### src/rtl/boot_cmd_pkg.sv
package boot_cmd_pkg;
  localparam int WORD_W     = 16;
  localparam int PG_FIELD_W = 8;
  localparam int SECT_SHIFT = 2;
  localparam int SPP        = 1 << SECT_SHIFT;
  localparam int CNT_W      = SECT_SHIFT + 1;
  localparam int SECTOR_W   = WORD_W + PG_FIELD_W;

  localparam logic [WORD_W-1:0] CMD_WARM_RESET = 16'h00F0;
  localparam logic [WORD_W-1:0] CMD_LOAD_ARM   = 16'h00E0;
  localparam logic [WORD_W-1:0] CMD_LOAD_GO    = 16'h0000;
  localparam logic [WORD_W-1:0] CMD_READ_ID    = 16'h0090;

  localparam logic [PG_FIELD_W-1:0] PAGE_STEP = PG_FIELD_W'(SPP);

  // Block number with the density mask folded in.
  function automatic logic [WORD_W-1:0] block_number(
    input logic [WORD_W-1:0] blk,
    input logic [WORD_W-1:0] field_mask,
    input logic [WORD_W-1:0] dmask
  );
    return (blk & field_mask) | (blk[WORD_W-1] ? dmask : '0);
  endfunction

  // First sector of the page addressed by the block and page registers.
  function automatic logic [SECTOR_W-1:0] load_sector_of(
    input logic [WORD_W-1:0] blk,
    input logic [WORD_W-1:0] page,
    input logic [WORD_W-1:0] field_mask,
    input logic [WORD_W-1:0] dmask
  );
    logic [SECTOR_W-1:0] pg_total;
    pg_total = SECTOR_W'(page[PG_FIELD_W-1:SECT_SHIFT])
             + (SECTOR_W'(block_number(blk, field_mask, dmask)) << (PG_FIELD_W - SECT_SHIFT));
    return (pg_total << SECT_SHIFT) + SECTOR_W'(page[SECT_SHIFT-1:0]);
  endfunction

  // Page register after a page load: one page on, wrapped in the page field.
  function automatic logic [WORD_W-1:0] next_page(input logic [WORD_W-1:0] page);
    logic [PG_FIELD_W-1:0] stepped;
    stepped = page[PG_FIELD_W-1:0] + PAGE_STEP;
    return WORD_W'(stepped);
  endfunction
endpackage

### src/rtl/bcd_window_decode.sv
module bcd_window_decode #(
  parameter int ADDR_W    = 16,
  parameter int WIN0_BASE = 'h0000,
  parameter int WIN0_LEN  = 'h0200,
  parameter int WIN1_BASE = 'h8000,
  parameter int WIN1_LEN  = 'h0010
) (
  input  logic              wr_en,
  input  logic [ADDR_W-1:0] wr_addr,
  output logic              win_hit,
  output logic              reg_hit
);
  localparam int NWIN = 2;
  localparam int EXT_W = ADDR_W + 1;
  localparam logic [EXT_W-1:0] LO [NWIN] = '{EXT_W'(WIN0_BASE), EXT_W'(WIN1_BASE)};
  localparam logic [EXT_W-1:0] HI [NWIN] = '{EXT_W'(WIN0_BASE + WIN0_LEN),
                                              EXT_W'(WIN1_BASE + WIN1_LEN)};

  logic [NWIN-1:0] in_win;
  logic [EXT_W-1:0] addr_ext;

  assign addr_ext = EXT_W'(wr_addr);

  for (genvar gi = 0; gi < NWIN; gi++) begin : g_win
    assign in_win[gi] = (addr_ext >= LO[gi]) && (addr_ext < HI[gi]);
  end

  assign win_hit = wr_en && (|in_win);
  assign reg_hit = wr_en && !(|in_win);
endmodule

### src/rtl/bcd_load_ctrl.sv
module bcd_load_ctrl
  import boot_cmd_pkg::*;
#(
  parameter int BLK_FIELD_W = 12
) (
  input  logic                clk,
  input  logic                rst_n,
  input  logic                ev_arm_req,
  input  logic                ev_fire,
  input  logic                ev_cancel,
  input  logic                load_done,
  input  logic [WORD_W-1:0]   blk_addr,
  input  logic [WORD_W-1:0]   page_addr,
  input  logic [WORD_W-1:0]   dens_mask,
  output logic                armed,
  output logic                load_req,
  output logic [SECTOR_W-1:0] load_sector,
  output logic [CNT_W-1:0]    load_count,
  output logic                load_busy,
  output logic                page_upd_en,
  output logic [WORD_W-1:0]   page_upd_val
);
  localparam logic [WORD_W-1:0] FIELD_MASK = WORD_W'((1 << BLK_FIELD_W) - 1);

  logic arm_ok;
  assign arm_ok = ev_arm_req && !load_busy;

  always_ff @(posedge clk) begin
    if (!rst_n) begin
      armed <= 1'b0;
    end else if (arm_ok) begin
      armed <= 1'b1;
    end else if (ev_fire || ev_cancel) begin
      armed <= 1'b0;
    end
  end

  always_ff @(posedge clk) begin
    if (!rst_n) begin
      load_busy <= 1'b0;
    end else if (ev_fire) begin
      load_busy <= 1'b1;
    end else if (load_done) begin
      load_busy <= 1'b0;
    end
  end

  always_ff @(posedge clk) begin
    if (!rst_n) begin
      load_req     <= 1'b0;
      load_sector  <= '0;
      load_count   <= '0;
      page_upd_en  <= 1'b0;
      page_upd_val <= '0;
    end else begin
      load_req    <= ev_fire;
      page_upd_en <= ev_fire;
      if (ev_fire) begin
        load_sector  <= load_sector_of(blk_addr, page_addr, FIELD_MASK, dens_mask);
        load_count   <= CNT_W'(SPP);
        page_upd_val <= next_page(page_addr);
      end else begin
        load_sector  <= '0;
        load_count   <= '0;
        page_upd_val <= '0;
      end
    end
  end
endmodule

### src/rtl/bcd_id_writer.sv
module bcd_id_writer
  import boot_cmd_pkg::*;
(
  input  logic              clk,
  input  logic              rst_n,
  input  logic              start,
  input  logic [WORD_W-1:0] man_id,
  input  logic [WORD_W-1:0] dev_id,
  input  logic [WORD_W-1:0] wp_status,
  output logic              id_wr_en,
  output logic [1:0]        id_wr_idx,
  output logic [WORD_W-1:0] id_wr_data
);
  logic [1:0] step;
  logic [7:0] dev_l;
  logic [7:0] wp_l;

  always_ff @(posedge clk) begin
    if (!rst_n) begin
      step       <= 2'd0;
      dev_l      <= '0;
      wp_l       <= '0;
      id_wr_en   <= 1'b0;
      id_wr_idx  <= '0;
      id_wr_data <= '0;
    end else if (start) begin
      step       <= 2'd1;
      dev_l      <= dev_id[7:0];
      wp_l       <= wp_status[7:0];
      id_wr_en   <= 1'b1;
      id_wr_idx  <= 2'd0;
      id_wr_data <= {8'h00, man_id[7:0]};
    end else begin
      case (step)
        2'd1: begin
          step       <= 2'd2;
          id_wr_en   <= 1'b1;
          id_wr_idx  <= 2'd1;
          id_wr_data <= {8'h00, dev_l};
        end
        2'd2: begin
          step       <= 2'd0;
          id_wr_en   <= 1'b1;
          id_wr_idx  <= 2'd2;
          id_wr_data <= {8'h00, wp_l};
        end
        default: begin
          step       <= 2'd0;
          id_wr_en   <= 1'b0;
          id_wr_idx  <= '0;
          id_wr_data <= '0;
        end
      endcase
    end
  end
endmodule

### src/rtl/boot_cmd_decoder.sv
module boot_cmd_decoder
  import boot_cmd_pkg::*;
#(
  parameter int ADDR_W      = 16,
  parameter int WIN0_BASE   = 'h0000,
  parameter int WIN0_LEN    = 'h0200,
  parameter int WIN1_BASE   = 'h8000,
  parameter int WIN1_LEN    = 'h0010,
  parameter int BLK_FIELD_W = 12
) (
  input  logic                clk,
  input  logic                rst_n,
  input  logic                wr_en,
  input  logic [ADDR_W-1:0]   wr_addr,
  input  logic [WORD_W-1:0]   wr_data,
  input  logic [WORD_W-1:0]   blk_addr,
  input  logic [WORD_W-1:0]   page_addr,
  input  logic [WORD_W-1:0]   dens_mask,
  input  logic [WORD_W-1:0]   man_id,
  input  logic [WORD_W-1:0]   dev_id,
  input  logic [WORD_W-1:0]   wp_status,
  input  logic                load_done,
  output logic                reset_req,
  output logic                reg_wr_en,
  output logic [ADDR_W-1:0]   reg_wr_addr,
  output logic [WORD_W-1:0]   reg_wr_data,
  output logic                unknown_cmd,
  output logic                load_req,
  output logic [SECTOR_W-1:0] load_sector,
  output logic [CNT_W-1:0]    load_count,
  output logic                load_busy,
  output logic                page_upd_en,
  output logic [WORD_W-1:0]   page_upd_val,
  output logic                id_wr_en,
  output logic [1:0]          id_wr_idx,
  output logic [WORD_W-1:0]   id_wr_data
);
  // Named internal events, visible to the bound checker.
  logic win_hit, reg_hit, armed;
  logic hit_idle, hit_armed;
  logic ev_reset, ev_arm_req, ev_id, ev_unknown, ev_fire, ev_cancel;

  bcd_window_decode #(
    .ADDR_W(ADDR_W), .WIN0_BASE(WIN0_BASE), .WIN0_LEN(WIN0_LEN),
    .WIN1_BASE(WIN1_BASE), .WIN1_LEN(WIN1_LEN)
  ) u_win (
    .wr_en(wr_en), .wr_addr(wr_addr), .win_hit(win_hit), .reg_hit(reg_hit)
  );

  assign hit_idle   = win_hit && !armed;
  assign hit_armed  = win_hit && armed;
  assign ev_reset   = hit_idle && (wr_data == CMD_WARM_RESET);
  assign ev_arm_req = hit_idle && (wr_data == CMD_LOAD_ARM);
  assign ev_id      = hit_idle && (wr_data == CMD_READ_ID);
  assign ev_unknown = hit_idle && !ev_reset && !ev_arm_req && !ev_id;
  assign ev_fire    = hit_armed && (wr_data == CMD_LOAD_GO);
  assign ev_cancel  = hit_armed && (wr_data != CMD_LOAD_GO);

  always_ff @(posedge clk) begin
    if (!rst_n) begin
      reset_req   <= 1'b0;
      unknown_cmd <= 1'b0;
      reg_wr_en   <= 1'b0;
      reg_wr_addr <= '0;
      reg_wr_data <= '0;
    end else begin
      reset_req   <= ev_reset;
      unknown_cmd <= ev_unknown;
      reg_wr_en   <= reg_hit;
      reg_wr_addr <= reg_hit ? wr_addr : '0;
      reg_wr_data <= reg_hit ? wr_data : '0;
    end
  end

  bcd_load_ctrl #(.BLK_FIELD_W(BLK_FIELD_W)) u_load (
    .clk(clk), .rst_n(rst_n),
    .ev_arm_req(ev_arm_req), .ev_fire(ev_fire), .ev_cancel(ev_cancel),
    .load_done(load_done), .blk_addr(blk_addr), .page_addr(page_addr),
    .dens_mask(dens_mask), .armed(armed), .load_req(load_req),
    .load_sector(load_sector), .load_count(load_count), .load_busy(load_busy),
    .page_upd_en(page_upd_en), .page_upd_val(page_upd_val)
  );

  bcd_id_writer u_id (
    .clk(clk), .rst_n(rst_n), .start(ev_id),
    .man_id(man_id), .dev_id(dev_id), .wp_status(wp_status),
    .id_wr_en(id_wr_en), .id_wr_idx(id_wr_idx), .id_wr_data(id_wr_data)
  );
endmodule

### config.mk
export PLATFORM = sky130hd
export DESIGN_NAME = boot_cmd_decoder
export DESIGN_NICKNAME = d
export VERILOG_FILES = /design/src/rtl/boot_cmd_pkg.sv /design/src/rtl/bcd_window_decode.sv /design/src/rtl/bcd_load_ctrl.sv /design/src/rtl/bcd_id_writer.sv /design/src/rtl/boot_cmd_decoder.sv
export SDC_FILE = /design/constraint.sdc
export NUM_CORES = 1
export LEC_CHECK = 0
export BUFFER_PORTS_ARGS = -buffer_cell sky130_fd_sc_hd__buf_2
export CAP_MARGIN = 30
export CORE_MARGIN = 3
export CORE_UTILIZATION = 42
export DETAILED_ROUTE_END_ITERATION = 7
export GPL_TIMING_DRIVEN = 0
export PLACE_DENSITY = 0.8
export SLEW_MARGIN = 20
export SYNTH_ARGS = -nofsm -noshare
export SYNTH_HDL_FRONTEND = slang
export SYNTH_SLANG_ARGS = --single-unit
### constraint.sdc
create_clock -name clk -period 2.2 [get_ports clk]
set_input_delay 0.44 -clock clk [delete_from_list [all_inputs] [get_ports clk]]
set_output_delay 0.44 -clock clk [all_outputs]
set_load 0.005 [all_outputs]
==> results of run 1 <==
-- registers in the layout, indices dropped and copies added (netlist names), 2 cells and up --
signal	flops
u_id.id_wr_data	8
u_id.wp_l	8
u_load.page_upd_val	8
u_load.load_sector	22
reg_wr_data	16
reg_wr_addr	16
u_id.dev_l	8
u_id.id_wr_idx	2
-- synth_stat cells, types with 2 or more instances --
library cell / count / area share
a21oi_1: 13 / 0.019
a22o_1: 8 / 0.020
and2_1: 41 / 0.073
and3_1: 9 / 0.016
and3b_1: 2 / 0.0050
and4b_1: 2 / 0.0057
buf_1: 2 / 0.0021
buf_12: 2 / 0.011
buf_4: 24 / 0.051
clkbuf_1: 11 / 0.012
dfxtp_1: 96 / 0.55
ha_1: 4 / 0.014
inv_1: 3 / 0.0032
mux2i_1: 24 / 0.069
nand2_1: 51 / 0.055
nand3_1: 4 / 0.0057
nand4_1: 2 / 0.0036
nor2_1: 21 / 0.023
nor2b_1: 3 / 0.0054
nor4_1: 3 / 0.0054
xnor2_1: 2 / 0.0050
xor2_1: 2 / 0.0050
-- through the flow --
stage               power, W  setup slack [ps]  cells  cell area, um^2  setup TNS, ps
global route        0.003246             68.40    658             4781              0
global placement    0.002042            -118.3    642             4583          -1009
finish              0.003113             228.6    658             4781              0
CTS                 0.003148             192.7    658             4781              0
floorplan           0.001909             322.2    362             3565              0
detailed placement  0.002049            -106.2    642             4583         -914.2
-- layer usage --
layer | routed length, um | up-vias
met1 | 3183 | 1327
li1 | - | 1502
met4 | 116 | 0
met3 | 720 | 11
met2 | 4356 | 128
met5 | 0 | -
-- how the worst max path moves through the flow --
stage,from,to,depth (start not counted)
floorplan,wr_addr[4],u_id.id_wr_data[7],6
global placement,wr_data[9],u_load.load_sector[18],6
detailed placement,wr_data[9],u_load.load_sector[18],6
CTS,u_load.armed,u_load.load_sector[18],5
global route,u_load.armed,u_load.load_sector[18],5
finish,u_load.armed,u_load.load_sector[18],5
-- area by class of cell --
class                      instances  area, um^2  area share
sequential                        96        1922      0.4020
buffer                            40       280.3     0.05862
multi-input combinational        222        1348      0.2819
clock inverter                     7       73.82     0.01544
inverter                           4       15.01    0.003141
tap                              102       127.6     0.02669
timing repair buffer             178       890.9      0.1863
clock buffer                       9       123.9     0.02591
-- kinds of logic after synthesis --
logic type | count (synthesis) | synth area share
XOR/XNOR | 4 | 0.01001
flip-flops | 96 | 0.5490
multiplexers | 24 | 0.06862
other | 1 | 0.001071
AND/OR/NAND/NOR | 146 | 0.2202
AO/OA/AOI/OAI | 26 | 0.05254
buffers and inverters | 44 | 0.08435
adder cells (fa/ha/maj) | 4 | 0.01430
-- worst reg2reg max path, delay by kind of cell, from the launching register on --
family	cells	cell delay (ps)
DFF	1	420
and+or+nand+nor	4	1130
buffers and inverters	1	350
-- power breakdown --
group / switching, W / internal, W
clock network: 0.000658 / 0.000446
logic: 0.000113 / 0.000131
registers: 0.00000482 / 0.00176
total: 0.000775 / 0.00234
==> flow_metrics.py, run 1 <==
metrics = {
    "synth": {
        "synthCells": 345,
        "synth_async_sr_flop_share": 0,
        "syn_avg_cell_area_um2": 10.15,
        "ys_types": 38,
        "ys_seq_area_frac": 0.5490,
        "syn_area_mm2": 0.003501,
        "synth_edf_count": 0,
        "yosys_most_used_dff": "dfxtp_1",
        "synth_warnings": 0,
        "ys_ff_latch": 96,
    },
    "critical_path": {
        "cp_max_fo": 10,
        "crit_chain": "or4bb_1 -> nor3_2 -> nand4_2 -> clkbuf_1 -> nor2_1",
        "cp_data_required_time_ps": 2480,
        "reg2reg_from": "u_load.armed",
        "reg2reg_depth": 5,
        "path_buf_inv": 1,
        "crit_path_top_delay_cell": "or4bb_1",
        "end_kind": "flop",
        "rrSetupSlack_ps": 230,
        "crit_family": "simple AND/OR/NAND/NOR gates",
        "worstSetupPathType": "reg2reg",
        "reg2reg_to": "u_load.load_sector[18]",
        "arrival_ps": 2250,
        "cpPeakStageDelay_ps": 460,
        "critPathLaunchType": "flop",
    },
    "sta": {
        "hold_slack_ps": 273.2,
        "finalCritPeriodShare": 0.8961,
        "worstMarginPinSlew_ps": 632.7,
        "relSlewSlack": 0.5743,
        "finClkSkew_ps": 10.69,
        "fmax_ghz": 0.5073,
        "rsz0062_at_grt": "no",
        "hold_viol": 0,
        "period_needed_ps": 1971,
        "setup_viol": 0,
        "slew_violations": 0,
    },
    "power": {
        "p_leak_nw": 2.451,
        "ir_worst_vdd_v": 0.0003746,
        "power.density_mw_per_mm2": 651.2,
    },
    "cts": {
        "cts_max_path_buffers": 2,
        "cts_buffers": 9,
        "tritoncts": "yes",
        "cts_hold_buf": 0,
        "htreeDepth": 3,
        "cts-root-buf": "clkbuf_8",
        "clk_latency_ps": 350,
        "cts_setup_buffers": 0,
        "clk_pin_slew_ps": 110,
        "cts_num_sinks": 96,
        "cts-resized-gates": 0,
    },
    "layout": {
        "area_growth_pct": 36.56,
        "final_cell_mix": "178 x buf_2, 96 x dfxtp_1, 51 x nand2_1, 41 x and2_1",
        "nFillCells": 697,
        "antennaDiodeCount": 0,
        "final_common_cell": "buf_2",
        "drive_gt1_frac": 0.4083,
        "final_nets": 687,
        "fin_util": 0.6031,
    },
    "job": {
        "maxCapViolations": 0,
    },
    "placement": {
        "gp_congestion": 0.7896,
        "dp_hpwl_um": 6792,
        "io_buffers": 178,
    },
    "grt": {
        "grt-ovfl-total": 0,
        "grt.busiest_layer": "met2",
        "use_met3": 0.05456,
        "grt_util_all_layers": 0.1686,
        "grt_pass1_vias": 2932,
        "grt_max_degree": 20,
        "grt_antenna_before_repair": 0,
        "grt_first_pass_wirelength_um": 13140,
        "grtUsageMet2": 0.3217,
        "use_met1": 0.1734,
    },
    "route": {
        "drtIter0Drc": 46,
        "final_antenna_net_count": 0,
        "finalWirelength_um": 8376,
        "avgViaCountPerCell": 4.511,
        "via_count": 2968,
        "drtPass1Iterations": 4,
        "drc_errors": 0,
        "wl_per_cell_um": 12.73,
    },
    "hold_path": {
        "worst_hold_path_type": "in2reg",
        "min_from": "wr_addr[2]",
        "whs_path_depth": 2,
        "hold_end": "reg_wr_addr[2]",
    },
    "status": {
        "status": "completed",
    },
    "die": {
        "rows": 32,
        "io_pins": 232,
        "dieArea_mm2": 0.009467,
        "die_width_um": 97.30,
        "core_mm2": 0.007928,
        "start_util": 0.4416,
        "die_y_um": 97.30,
    },
}
Note: power is estimated with default switching activity, not from simulation.
==> inputs of run 2 (changes only) <==
Settings changed: ABC_AREA set to 1, PLACE_DENSITY 0.8 to 0.79.
==> flow_metrics.py, run 2 <==
metrics = {
    "sta": {
        "setup_viol": 0,
        "fmax_ghz": 0.6725,
        "period_needed_ps": 1487,
        "finClkSkew_ps": 9.999,
        "fin_ws_ps": 713.0,
        "rsz0062_at_grt": "no",
        "setup_tns_ps": 0,
        "finalCritPeriodShare": 0.6759,
        "hold_viol": 0,
        "slew_violations": 0,
    },
    "synth": {
        "syn_area_mm2": 0.003662,
        "ys_ff_latch": 96,
        "synth.top_cell.area_share": 0.5248,
        "syn_avg_cell_area_um2": 8.248,
        "synth_top_cells_by_count": "96 x dfxtp_1, 83 x nand2_1, 68 x nand3_1",
        "ys_types": 29,
        "yosys.area.top_type": "dfxtp_1",
        "synth_async_sr_flop_share": 0,
        "synth_area_leaders": "dfxtp_1 52%, nand3_1 9.3%, nand2_1 8.5%",
        "synth_warnings": 0,
        "yosysMostFrequentCell": "dfxtp_1",
        "yosys_most_used_dff": "dfxtp_1",
        "synth_edf_count": 0,
        "synthCells": 444,
        "ys_seq_area_frac": 0.5248,
    },
    "layout": {
        "final_nets": 786,
        "final_cell_mix": "179 x buf_2, 96 x dfxtp_1, 83 x nand2_1, 68 x nand3_1, 55 x inv_1",
        "final_common_cell": "buf_2",
        "drive_gt1_frac": 0.3771,
        "regMostFlops": "u_load.load_sector",
        "area_growth_pct": 34.98,
        "nFillCells": 787,
        "antennaDiodeCount": 0,
        "multi_input_area_mm2": 0.001285,
        "final-seq-area_mm2": 0.001922,
        "top_regs": "u_load.load_sector (22), reg_wr_addr (16), reg_wr_data (16)",
        "largest_reg_flops": 22,
    },
    "route": {
        "wl_per_cell_um": 11.41,
        "finalWirelength_um": 8671,
        "drc_errors": 0,
        "avgViaCountPerCell": 4.438,
        "via_count": 3373,
        "drtIter0Drc": 51,
        "drtPass1Iterations": 4,
        "final_antenna_net_count": 0,
    },
    "die": {
        "core_mm2": 0.008341,
        "rows": 33,
        "die_y_um": 99.38,
        "io_pins": 232,
        "start_util": 0.4391,
        "die_width_um": 99.38,
        "dieArea_mm2": 0.009876,
    },
    "critical_path": {
        "path_buf_inv": 2,
        "critPathLaunchType": "flop",
        "cpPeakStageDelay_ps": 390,
        "arrival_ps": 1750,
        "end_kind": "flop",
        "rrSetupSlack_ps": 710,
        "cp_max_fo": 10,
        "worstSetupPathType": "reg2reg",
        "crit_family": "simple AND/OR/NAND/NOR gates",
        "cp_data_required_time_ps": 2460,
        "crit_chain": "nand2_1 -> nor3_1 -> nand4_2 -> nor2_4 -> inv_4 -> buf_12 -> o31ai_2",
        "crit_path_top_delay_cell": "dfxtp_1",
    },
    "grt": {
        "grt_pass1_vias": 3255,
        "grt_max_degree": 19,
        "grt_antenna_before_repair": 0,
        "grt_util_all_layers": 0.1733,
        "grt_first_pass_wirelength_um": 13960,
        "grt-ovfl-total": 0,
    },
    "cts": {
        "tritoncts": "yes",
        "clk_pin_slew_ps": 110,
        "cts_buffers": 9,
        "cts_hold_buf": 0,
        "cts_setup_buffers": 0,
        "cts-root-buf": "clkbuf_8",
        "cts_max_path_buffers": 2,
        "cts-resized-gates": 0,
        "clk_latency_ps": 350,
        "htreeDepth": 3,
        "cts_num_sinks": 96,
    },
    "status": {
        "status": "completed",
    },
    "hold_path": {
        "worst_hold_path_type": "in2reg",
    },
    "placement": {
        "io_buffers": 178,
        "dp_hpwl_um": 7094,
        "pre_cts_slack_ps": 417.6,
        "gp_congestion": 0.8552,
    },
    "power": {
        "power.density_mw_per_mm2": 632.9,
        "p_leak_nw": 2.777,
        "ir_worst_vdd_v": 0.0003537,
        "finalPower_w": 0.003129,
    },
    "job": {
        "maxCapViolations": 0,
    },
}
==> run 2: routing by layer <==
layer	share of wire	global-route usage
met3	0.11	0.05750
met5	0	0
met1	0.40	0.1899
met4	0.017	0.06723
met2	0.48	0.3089
==> run 2: worst paths after layout <==
kind                      endpoint  cells past startpoint          start
setup / recovery  u_load.load_busy                      7   u_load.armed
hold / removal     reg_wr_addr[11]                      3    wr_addr[11]
setup reg to reg  u_load.load_busy                      7   u_load.armed
hold reg to reg      u_id.dev_l[0]                      2  u_id.dev_l[0]
==> run 2: worst register-to-register path, cell delays in order (launching register included) <==
cell     delay [ps]
dfxtp_1         390
nand2_1          70
nor3_1          190
nand4_2         160
nor2_4          290
inv_4           100
buf_12          170
o31ai_2          60
==> run 2: kinds of logic after synthesis <==
logic type	after synthesis	synth area share
AO/OA/AOI/OAI	13	0.02152
XOR/XNOR	2	0.004784
adder cells (fa/ha/maj)	4	0.01367
buffers and inverters	99	0.1418
flip-flops	96	0.5248
other	1	0.001024
AND/OR/NAND/NOR	229	0.2925
==> run 2: power breakdown <==
part	total, W	internal (W)	leakage, nW	switching [W]
Combinational	0.000241	0.000119	1.90	0.000123
Sequential	0.00177	0.00176	0.778	0.00000534
Clock	0.00112	0.000473	0.102	0.000648
Total	0.00313	0.00235	2.78	0.000776
==> run 2: through the flow <==
| step | cells | utilization | instance area (um^2) | hold slack (ps) |
|---|---|---|---|---|
| final | 760 | 0.5927 | 4943 | 276.2 |
| after global placement | 744 | 0.5693 | 4748 | 450.6 |
| after CTS | 760 | 0.5927 | 4943 | 265.0 |
| after floorplan | 461 | - | 3726 | 442.9 |
| after global routing | 760 | 0.5927 | 4943 | 275.8 |
| after detailed placement | 744 | 0.5693 | 4748 | 456.3 |
==> run 2: final cells by class <==
type | instances | area share
sequential | 96 | 0.3888
multi-input combinational | 266 | 0.2599
clock inverter | 6 | 0.01164
buffer | 42 | 0.06125
tap | 105 | 0.02658
clock buffer | 10 | 0.02784
inverter | 57 | 0.04379
timing repair buffer | 178 | 0.1802
